**config.mk**
```make
export PLATFORM = sky130hd
export DESIGN_NAME = pwroff_supervisor
export DESIGN_NICKNAME = d
export VERILOG_FILES = /design/src/rtl/pws_pkg.sv /design/src/rtl/pws_tick.sv /design/src/rtl/pws_duration.sv /design/src/rtl/pws_countdown.sv /design/src/rtl/pws_ctrl.sv /design/src/rtl/pwroff_supervisor.sv
export SDC_FILE = /design/constraint.sdc
export NUM_CORES = 1
export LEC_CHECK = 0
export BUFFER_PORTS_ARGS = -buffer_cell sky130_fd_sc_hd__clkbuf_2
export CORE_UTILIZATION = 40
export CTS_BUF_LIST = sky130_fd_sc_hd__clkbuf_4 sky130_fd_sc_hd__clkbuf_8
export CTS_CLUSTER_DIAMETER = 40
export CTS_CLUSTER_SIZE = 28
export DETAILED_ROUTE_END_ITERATION = 7
export HOLD_SLACK_MARGIN = 0.15
export SLEW_MARGIN = 20
export SYNTH_ARGS = -nofsm -noshare
export SYNTH_HDL_FRONTEND = slang
export SYNTH_SLANG_ARGS = --single-unit
```
**constraint.sdc**
```tcl
create_clock -name clk -period 2.09 [get_ports clk]
set_input_delay 0.418 -clock clk [delete_from_list [all_inputs] [get_ports clk]]
set_output_delay 0.418 -clock clk [all_outputs]
set_load 0.005 [all_outputs]
```
**src/rtl/pws_pkg.sv**
```systemverilog
package pws_pkg;
  typedef enum logic [1:0] {
    ST_AWAKE_HOLD = 2'd0,   // supervisor holds enable high, waits for host claim
    ST_HOST       = 2'd1,   // host drives the enable
    ST_OFF        = 2'd2    // enable low, countdown running
  } pws_state_e;
endpackage

```
**src/rtl/pws_tick.sv**
```systemverilog
module pws_tick #(
  parameter int PRESCALE = 4
) (
  input  logic clk,
  input  logic rst,
  input  logic run,
  output logic tick
);
  localparam int PW = (PRESCALE > 1) ? $clog2(PRESCALE) : 1;

  generate
    if (PRESCALE == 1) begin : g_direct
      assign tick = run;
    end else begin : g_div
      logic [PW-1:0] cnt_q;
      always_ff @(posedge clk) begin
        if (rst || !run) begin
          cnt_q <= '0;
        end else if (cnt_q == PW'(PRESCALE - 1)) begin
          cnt_q <= '0;
        end else begin
          cnt_q <= cnt_q + 1'b1;
        end
      end
      assign tick = run && (cnt_q == PW'(PRESCALE - 1));
    end
  endgenerate
endmodule

```
**src/rtl/pws_duration.sv**
```systemverilog
module pws_duration #(
  parameter int DUR_W = 32
) (
  input  logic             clk,
  input  logic             rst,
  input  logic             wr,
  input  logic [DUR_W-1:0] wr_data,
  input  logic             lock,
  input  logic             arm_reject,
  output logic [DUR_W-1:0] dur,
  output logic             dur_valid,
  output logic             load_err
);
  logic [DUR_W-1:0] dur_q;
  logic             err_q;

  always_ff @(posedge clk) begin
    if (rst) begin
      dur_q <= '0;
      err_q <= 1'b0;
    end else if (wr && !lock) begin
      if (wr_data == '0) begin
        err_q <= 1'b1;
      end else begin
        dur_q <= wr_data;
        err_q <= 1'b0;
      end
    end else if (arm_reject) begin
      err_q <= 1'b1;
    end
  end

  assign dur       = dur_q;
  assign dur_valid = (dur_q != '0);
  assign load_err  = err_q;
endmodule

```
**src/rtl/pws_countdown.sv**
```systemverilog
module pws_countdown #(
  parameter int DUR_W = 32
) (
  input  logic             clk,
  input  logic             rst,
  input  logic             load,
  input  logic [DUR_W-1:0] load_val,
  input  logic             active,
  input  logic             tick,
  output logic             expire
);
  logic [DUR_W-1:0] rem_q;

  always_ff @(posedge clk) begin
    if (rst) begin
      rem_q <= '0;
    end else if (load) begin
      rem_q <= load_val;
    end else if (active && tick && rem_q != '0) begin
      rem_q <= rem_q - 1'b1;
    end
  end

  assign expire = active && tick && (rem_q == DUR_W'(1));
endmodule

```
**src/rtl/pws_ctrl.sv**
```systemverilog
module pws_ctrl
  import pws_pkg::*;
(
  input  logic       clk,
  input  logic       rst,
  input  logic       mode_stby,
  input  logic       host_claim,
  input  logic       host_en,
  input  logic       sleep_req,
  input  logic       irq_clr,
  input  logic       dur_valid,
  input  logic       expire,
  output pws_state_e state,
  output logic       load,
  output logic       arm_reject,
  output logic       reg_en,
  output logic       sup_owns,
  output logic       wake_irq
);
  pws_state_e state_q, state_d;
  logic       en_q, own_q, irq_q;
  logic       arm_try;

  assign arm_try    = (state_q == ST_HOST) && sleep_req && mode_stby;
  assign load       = arm_try && dur_valid;
  assign arm_reject = arm_try && !dur_valid;

  always_comb begin
    state_d = state_q;
    unique case (state_q)
      ST_AWAKE_HOLD: if (host_claim) state_d = ST_HOST;
      ST_HOST:       if (load)       state_d = ST_OFF;
      ST_OFF:        if (expire)     state_d = ST_AWAKE_HOLD;
      default:                       state_d = ST_AWAKE_HOLD;
    endcase
  end

  always_ff @(posedge clk) begin
    if (rst) begin
      state_q <= ST_AWAKE_HOLD;
      en_q    <= 1'b1;
      own_q   <= 1'b1;
      irq_q   <= 1'b0;
    end else begin
      state_q <= state_d;
      en_q    <= (state_d == ST_HOST) ? host_en : (state_d == ST_AWAKE_HOLD);
      own_q   <= (state_d != ST_HOST);
      if (expire)       irq_q <= 1'b1;
      else if (irq_clr) irq_q <= 1'b0;
    end
  end

  assign state    = state_q;
  assign reg_en   = en_q;
  assign sup_owns = own_q;
  assign wake_irq = irq_q;
endmodule

```
**src/rtl/pwroff_supervisor.sv**
```systemverilog
module pwroff_supervisor
  import pws_pkg::*;
#(
  parameter int DUR_W    = 32,
  parameter int PRESCALE = 4
) (
  input  logic             clk,
  input  logic             rst,
  input  logic             mode_stby,
  input  logic             host_claim,
  input  logic             host_en,
  input  logic             sleep_req,
  input  logic             cfg_wr,
  input  logic [DUR_W-1:0] cfg_data,
  input  logic             irq_clr,
  output logic             reg_en,
  output logic             sup_owns,
  output logic             wake_irq,
  output logic             load_err
);
  pws_state_e       state;
  logic             load, arm_reject, expire, tick, dur_valid, is_off;
  logic [DUR_W-1:0] dur;

  assign is_off = (state == ST_OFF);

  pws_ctrl u_ctrl (
    .clk(clk), .rst(rst), .mode_stby(mode_stby), .host_claim(host_claim),
    .host_en(host_en), .sleep_req(sleep_req), .irq_clr(irq_clr),
    .dur_valid(dur_valid), .expire(expire), .state(state), .load(load),
    .arm_reject(arm_reject), .reg_en(reg_en), .sup_owns(sup_owns),
    .wake_irq(wake_irq)
  );

  pws_duration #(.DUR_W(DUR_W)) u_dur (
    .clk(clk), .rst(rst), .wr(cfg_wr), .wr_data(cfg_data), .lock(is_off),
    .arm_reject(arm_reject), .dur(dur), .dur_valid(dur_valid),
    .load_err(load_err)
  );

  pws_tick #(.PRESCALE(PRESCALE)) u_tick (
    .clk(clk), .rst(rst), .run(is_off), .tick(tick)
  );

  pws_countdown #(.DUR_W(DUR_W)) u_cnt (
    .clk(clk), .rst(rst), .load(load), .load_val(dur), .active(is_off),
    .tick(tick), .expire(expire)
  );
endmodule

```
# After elaboration in Yosys (flattened, before gate mapping)
# Index checks and enable logic that the tools add are counted.
classes:
  n_eq_ne: 6
  n_mux: 12
  n_bitwise: 1
  reduce_logical: 22
  add_sub_neg: 2
op_table:
  columns: ["operator", "n"]
  rows:
  - ["$mux 32", 2]
  - ["$reduce_bool 32->1", 2]
  - ["$eq 32x1->1 const B", 1]
  - ["$logic_not 32->1", 1]
  - ["$sub 32x1->32 const B", 1]
  - ["$logic_and 1x1->1", 9]
  - ["$mux 1", 6]
  - ["$mux 2", 3]
  - ["$pmux 2 s3", 1]
  - ["$reduce_bool 2->1", 3]
  - ["$eq 2x1->1 const B", 2]
  - ["$eq 2x2->1 const B", 2]
  - ["$logic_not 2->1", 2]
  - ["$add 2x1->2 const B", 1]
  - ["$logic_not 1->1", 2]
  - ["$ne 2x1->1 const B", 1]
  - ["$reduce_and 2->1", 1]
  - ["$reduce_or 2->1", 1]
  - ["$logic_or 1x1->1", 1]
  - ["$not 1->1", 1]
totals:
  out_inout_bits: 4
  regBits: 72

# Logic depth before layout (Yosys ltp)
depth:
  depth_word: 8
  depth_mapped: 9
  depth_no_buf: 8

# Modules after synthesis
# From an unflattened synthesis, not the netlist that was laid out.
hier_totals:
  hier_cells: 440
  area_unflattened_um2: 3992.6
modules_own_cells:
  columns: ["mod", "cells_per_inst", "seq_area_each_um2", "instances", "area_per_inst_um2"]
  rows:
  - ["pws_countdown", 249, 640.6, 1, 2083.2]
  - ["pws_duration", 164, 660.6, 1, 1616.6]
  - ["pws_ctrl", 20, 100.1, 1, 192.7]
  - ["pws_tick", 6, 40.0, 1, 86.3]
  - ["pwroff_supervisor", 1, 0.0, 1, 13.8]

# Worst setup path after synthesis
# Ideal clock, no wire load.
synth_path:
  path_kind: "register to register"
  start: "register u_cnt.rem_q[20]"
  end: "register u_cnt.rem_q[29]"
  required_time_ns: 1.968
  arrival_ns: 2.001
  path_slack_ns: -0.033
  synth_period_minus_slack_ns: 2.123
  path_stages_with_launch: 8
  cell_sequence: "dfxtp_1 -> nor4_4 -> nand4b_4 -> o41a_4 -> buf_6 -> o21ai_0 -> a21oi_1 -> a221o_1"
synth_between:
  elab_chain_cells: 3
  elab_cells_between_ends: 6
  cone_classes: "add/sub: 1; mux: 2; reduce/logical: 3"
synth_rtl:
  columns: ["element", "line", "rtl"]
  rows:
  - ["start: declaration", "pws_countdown.sv:12", "logic [DUR_W-1:0] rem_q;"]
  - ["start signal: assignment", "pws_countdown.sv:18", "rem_q <= load_val;"]
  - ["start signal: assignment", "pws_countdown.sv:20", "rem_q <= rem_q - 1'b1;"]
  - ["$sub 32x1->32 or $reduce_bool 32->1 (tied branches)", "pws_countdown.sv:20, pws_countdown.sv:19", null]
  - ["$mux 32 or $logic_and 1x1->1 (tied branches)", "pws_countdown.sv:19", "end else if (active && tick && rem_q != '0) begin"]
  - ["$mux 32 or $reduce_bool 2->1 (tied branches)", null, null]
# Parallel ways exist; a longest one is shown, timed or not. The select of a mux whose other input is x is not followed.
# A chain may end at the register's enable or synchronous reset.

# Worst setup path in the final report
layout_path:
  start: "register u_cnt.rem_q[2]"
  end: "register u_cnt.rem_q[21]"
# Same word-level chain as after synthesis.

==> flow_summary.yaml <==
run_status:
  status: "finished with violations"
  violations: "negative setup slack"
yosys:
  yosysTopAreaCell: "dfxtp_1"
  synth-seq-cells: 72
  yosysWarnings: 0
  avgSynthCellArea_um2: 8.113
  ys_seq_area_share_pct: 40.38
  synth_area_leaders: "dfxtp_1, a21oi_1, nand2_1, nor4_1, nor2_1"
  ys.flop_type: "dfxtp_1"
  syn_inst: 440
  synth_top_cell_area_share_pct: 40.38
  synthArstFlopShare_pct: 0
  synth.distinct_cells: 55
  synth_fp_nets: 484
  syn_area_um2: 3570
  synth_edf_count: 0
timing:
  finalSetupViolCount: 6
  finalHoldWorstSlack_ns: 0.2942
  fin_crit_sh_pct: 102.1
  setup_tns_ns: -0.1130
  slew-limit-headroom_pct: 29.67
  fmax_mhz: 468.5
  worstMarginPinSlew_ns: 1.047
  setup_ws_ns: -0.04439
  maxSlewViolCount: 0
  layout_min_cycle_time_ns: 2.134
  rsz0062_at_grt: "yes"
  fin_skew_ns: 0.01287
  hold_viol: 0
cells_and_area:
  layout.nets: 616
  drive_gt1_share_pct: 40.03
  utilization_pct: 59.90
  diodes: 0
  area_growth_pct: 45.64
setup_path:
  start_kind: "register"
  worstPathCellList: "nor4_4 -> nand4_1 -> o41a_4 -> a211oi_4 -> buf_6 -> a22oi_1 -> o21ai_2"
  worstPathMaxFanout: 7
  slowest_delay_ns: 0.59
  crit_required_ns: 2.37
  criticalPathCategory: "reg2reg"
  cp_slowest_cell: "o41a_4"
  path_buf_inv: 1
  critPathTopFamily: "compound AO/OA/AOI/OAI gates"
  arrival_ns: 2.41
  cp-end-kind: "register"
floorplanning:
  core-area_um2: 8678
  start_util_pct: 41.13
  die_x_um: 96.47
  fp-row-count: 34
  die-area_um2: 9306
  ios: 44
  die_y_um: 96.47
global_routing:
  grt_pass1_vias: 3615
  grt_use_total_pct: 26.31
  antenna_found_initial: 0
  overflow: 0
  grt_first_pass_wirelength_mm: 18.52
  grt_max_degree: 68
clock_network:
  cts-htree-levels: 3
  cts_tree: "built"
  clock_path_buffers: 2
  path_clk_slew_ns: 0.08
  cts_made_buffers: 9
  clock-sinks: 72
  clockRootBuffer: "clkbuf_8"
  clk_latency_ns: 0.34
power:
  p_leak_nw: 2.144
  power_density_nw_per_um2: 660.3
  ir_drop_v: 0.0003826
  totalPowerFinal_mw: 3.433
route:
  wl_per_cell_um: 17.46
  firstDrtPassIters: 5
  viasPerCell: 5.785
  vias: 3963
  drtIter0Drc: 273
  detail-route-antenna-nets: 0
  drc: 0
  drt_wl_total_mm: 11.96
placed_design:
  io_buffers: 43
  dp_hpwl_mm: 8.432
  preCtsSetupSlack_ns: -0.1654
  globalplace.congestion: 0.9201
worst_hold_path:
  hold_path.class: "in2reg"
flow_run:
  cap_violations: 0
-- sequential cells by signal, indices dropped and copies added, names as in the netlist --
| register | cells |
|---|---|
| u_ctrl.state | 2 |
| u_ctrl.sup_owns | 1 |
| u_tick.g_div.cnt_q | 2 |
| u_dur.dur | 32 |
| u_cnt.rem_q | 32 |
| u_dur.load_err | 1 |
| u_ctrl.reg_en | 1 |
| u_ctrl.wake_irq | 1 |
-- stage by stage --
| step | cells | area, um^2 |
|---|---|---|
| 2_1_floorplan | 440 | 3575 |
| 3_3_place_gp | 658 | 4524 |
| 3_5_place_dp | 658 | 4524 |
| 4_1_cts | 682 | 4920 |
| 5_1_grt | 685 | 5199 |
| 6_report | 685 | 5199 |
-- cell type report --
cell class	instances	area (um^2)
flip-flops and latches	72	1456
repair buffers	143	1040
clock inverters	6	91.34
well taps	108	135.1
clock buffers	10	131.4
fillers	790	3480
inverters	8	30.03
multi-input cells	338	2315
-- worst reg2reg max path: cells and delay by family (launching register included) --
family	cells	cell delay [ns]
AO/OA/AOI/OAI	4	1.04
flip-flops	1	0.35
AND/OR/NAND/NOR	2	0.54
buffers and inverters	1	0.15
-- synth_stat cells (all sizes together) (2+ instances only) --
| cell type | n |
|---|---|
| a21oi | 65 |
| a31oi | 3 |
| nor2b | 2 |
| and3 | 2 |
| xor2 | 2 |
| nand2b | 4 |
| xnor2 | 2 |
| nand3b | 3 |
| o311ai | 3 |
| a2111oi | 2 |
| clkbuf | 17 |
| a32oi | 5 |
| o41ai | 3 |
| a211oi | 3 |
| a2bb2oi | 3 |
| nand3 | 14 |
| or2 | 2 |
| inv | 8 |
| nand4 | 8 |
| dfxtp | 72 |
| o211ai | 3 |
| a221o | 3 |
| ha | 4 |
| nand4b | 5 |
| or4 | 6 |
| o21ai | 20 |
| nor4b | 2 |
| and4b | 2 |
| a22oi | 6 |
| buf | 5 |
| nor3 | 13 |
| nor4 | 28 |
| nor2 | 28 |
| or3 | 4 |
| nand2 | 80 |
-- report_power, final --
part           switching (mW)  internal, mW
Combinational           0.385         0.325
Sequential             0.0413          1.42
Clock                   0.564         0.693
-- cells in the final DEF (no fill, tap or decap), types with 3 or more instances in the layout --
| cell type | n |
|---|---|
| nor3_2 | 5 |
| a21oi_2 | 7 |
| ha_1 | 3 |
| clkbuf_2 | 43 |
| a21oi_1 | 57 |
| a31oi_1 | 3 |
| a32oi_1 | 5 |
| nand3_1 | 10 |
| dfxtp_1 | 62 |
| a221o_1 | 3 |
| nand3b_1 | 3 |
| inv_1 | 7 |
| nand2b_1 | 4 |
| nand4_1 | 8 |
| o21ai_1 | 13 |
| nor4_4 | 6 |
| nor4_2 | 8 |
| o211ai_1 | 3 |
| or4_4 | 4 |
| nor4_1 | 14 |
| a22oi_1 | 5 |
| buf_4 | 87 |
| nand4b_1 | 4 |
| clkbuf_8 | 9 |
| nor2_1 | 27 |
| or3_1 | 3 |
| buf_6 | 9 |
| o21ai_2 | 7 |
| nand2_1 | 79 |
| nor3_1 | 7 |
| dfxtp_2 | 9 |
-- kinds of logic after synthesis --
family	synth area share [%]
AOI/OAI and AO/OA	23.17
adders and majority gates	1.402
buffers and inverters	3.470
xor gates and xnor gates	0.9816
and+or+nand+nor	30.32
muxes	0.2804
DFF	40.38
-- final timing paths --
kind	start	slack, ns	cells after the start	end
setup / recovery	u_cnt.rem_q[2]	-0.04	7	u_cnt.rem_q[21]
hold / removal	cfg_data[31]	0.29	3	u_dur.dur[31]
setup reg to reg	u_cnt.rem_q[2]	-0.04	7	u_cnt.rem_q[21]
hold reg to reg	u_tick.g_div.cnt_q[0]	0.44	1	u_tick.g_div.cnt_q[0]
-- metal layers --
layer | wire (um) | track usage (%)
met3 | 603 | 3.991
met5 | 0 | 0
met1 | 5412 | 36.41
met4 | 237 | 8.211
met2 | 5710 | 41.96
-- timing repair --
| item | CTS | global route |
|---|---|---|
| pin swaps | 13 | 34 |
| cloned | 1 | 0 |
| hold buffers | 0 | 0 |
| gates resized for setup | 26 | 57 |
| setup endpoints to repair | 34 | 34 |
| setup buffers | 7 | 3 |
Note: power is estimated with default switching activity, not from simulation.
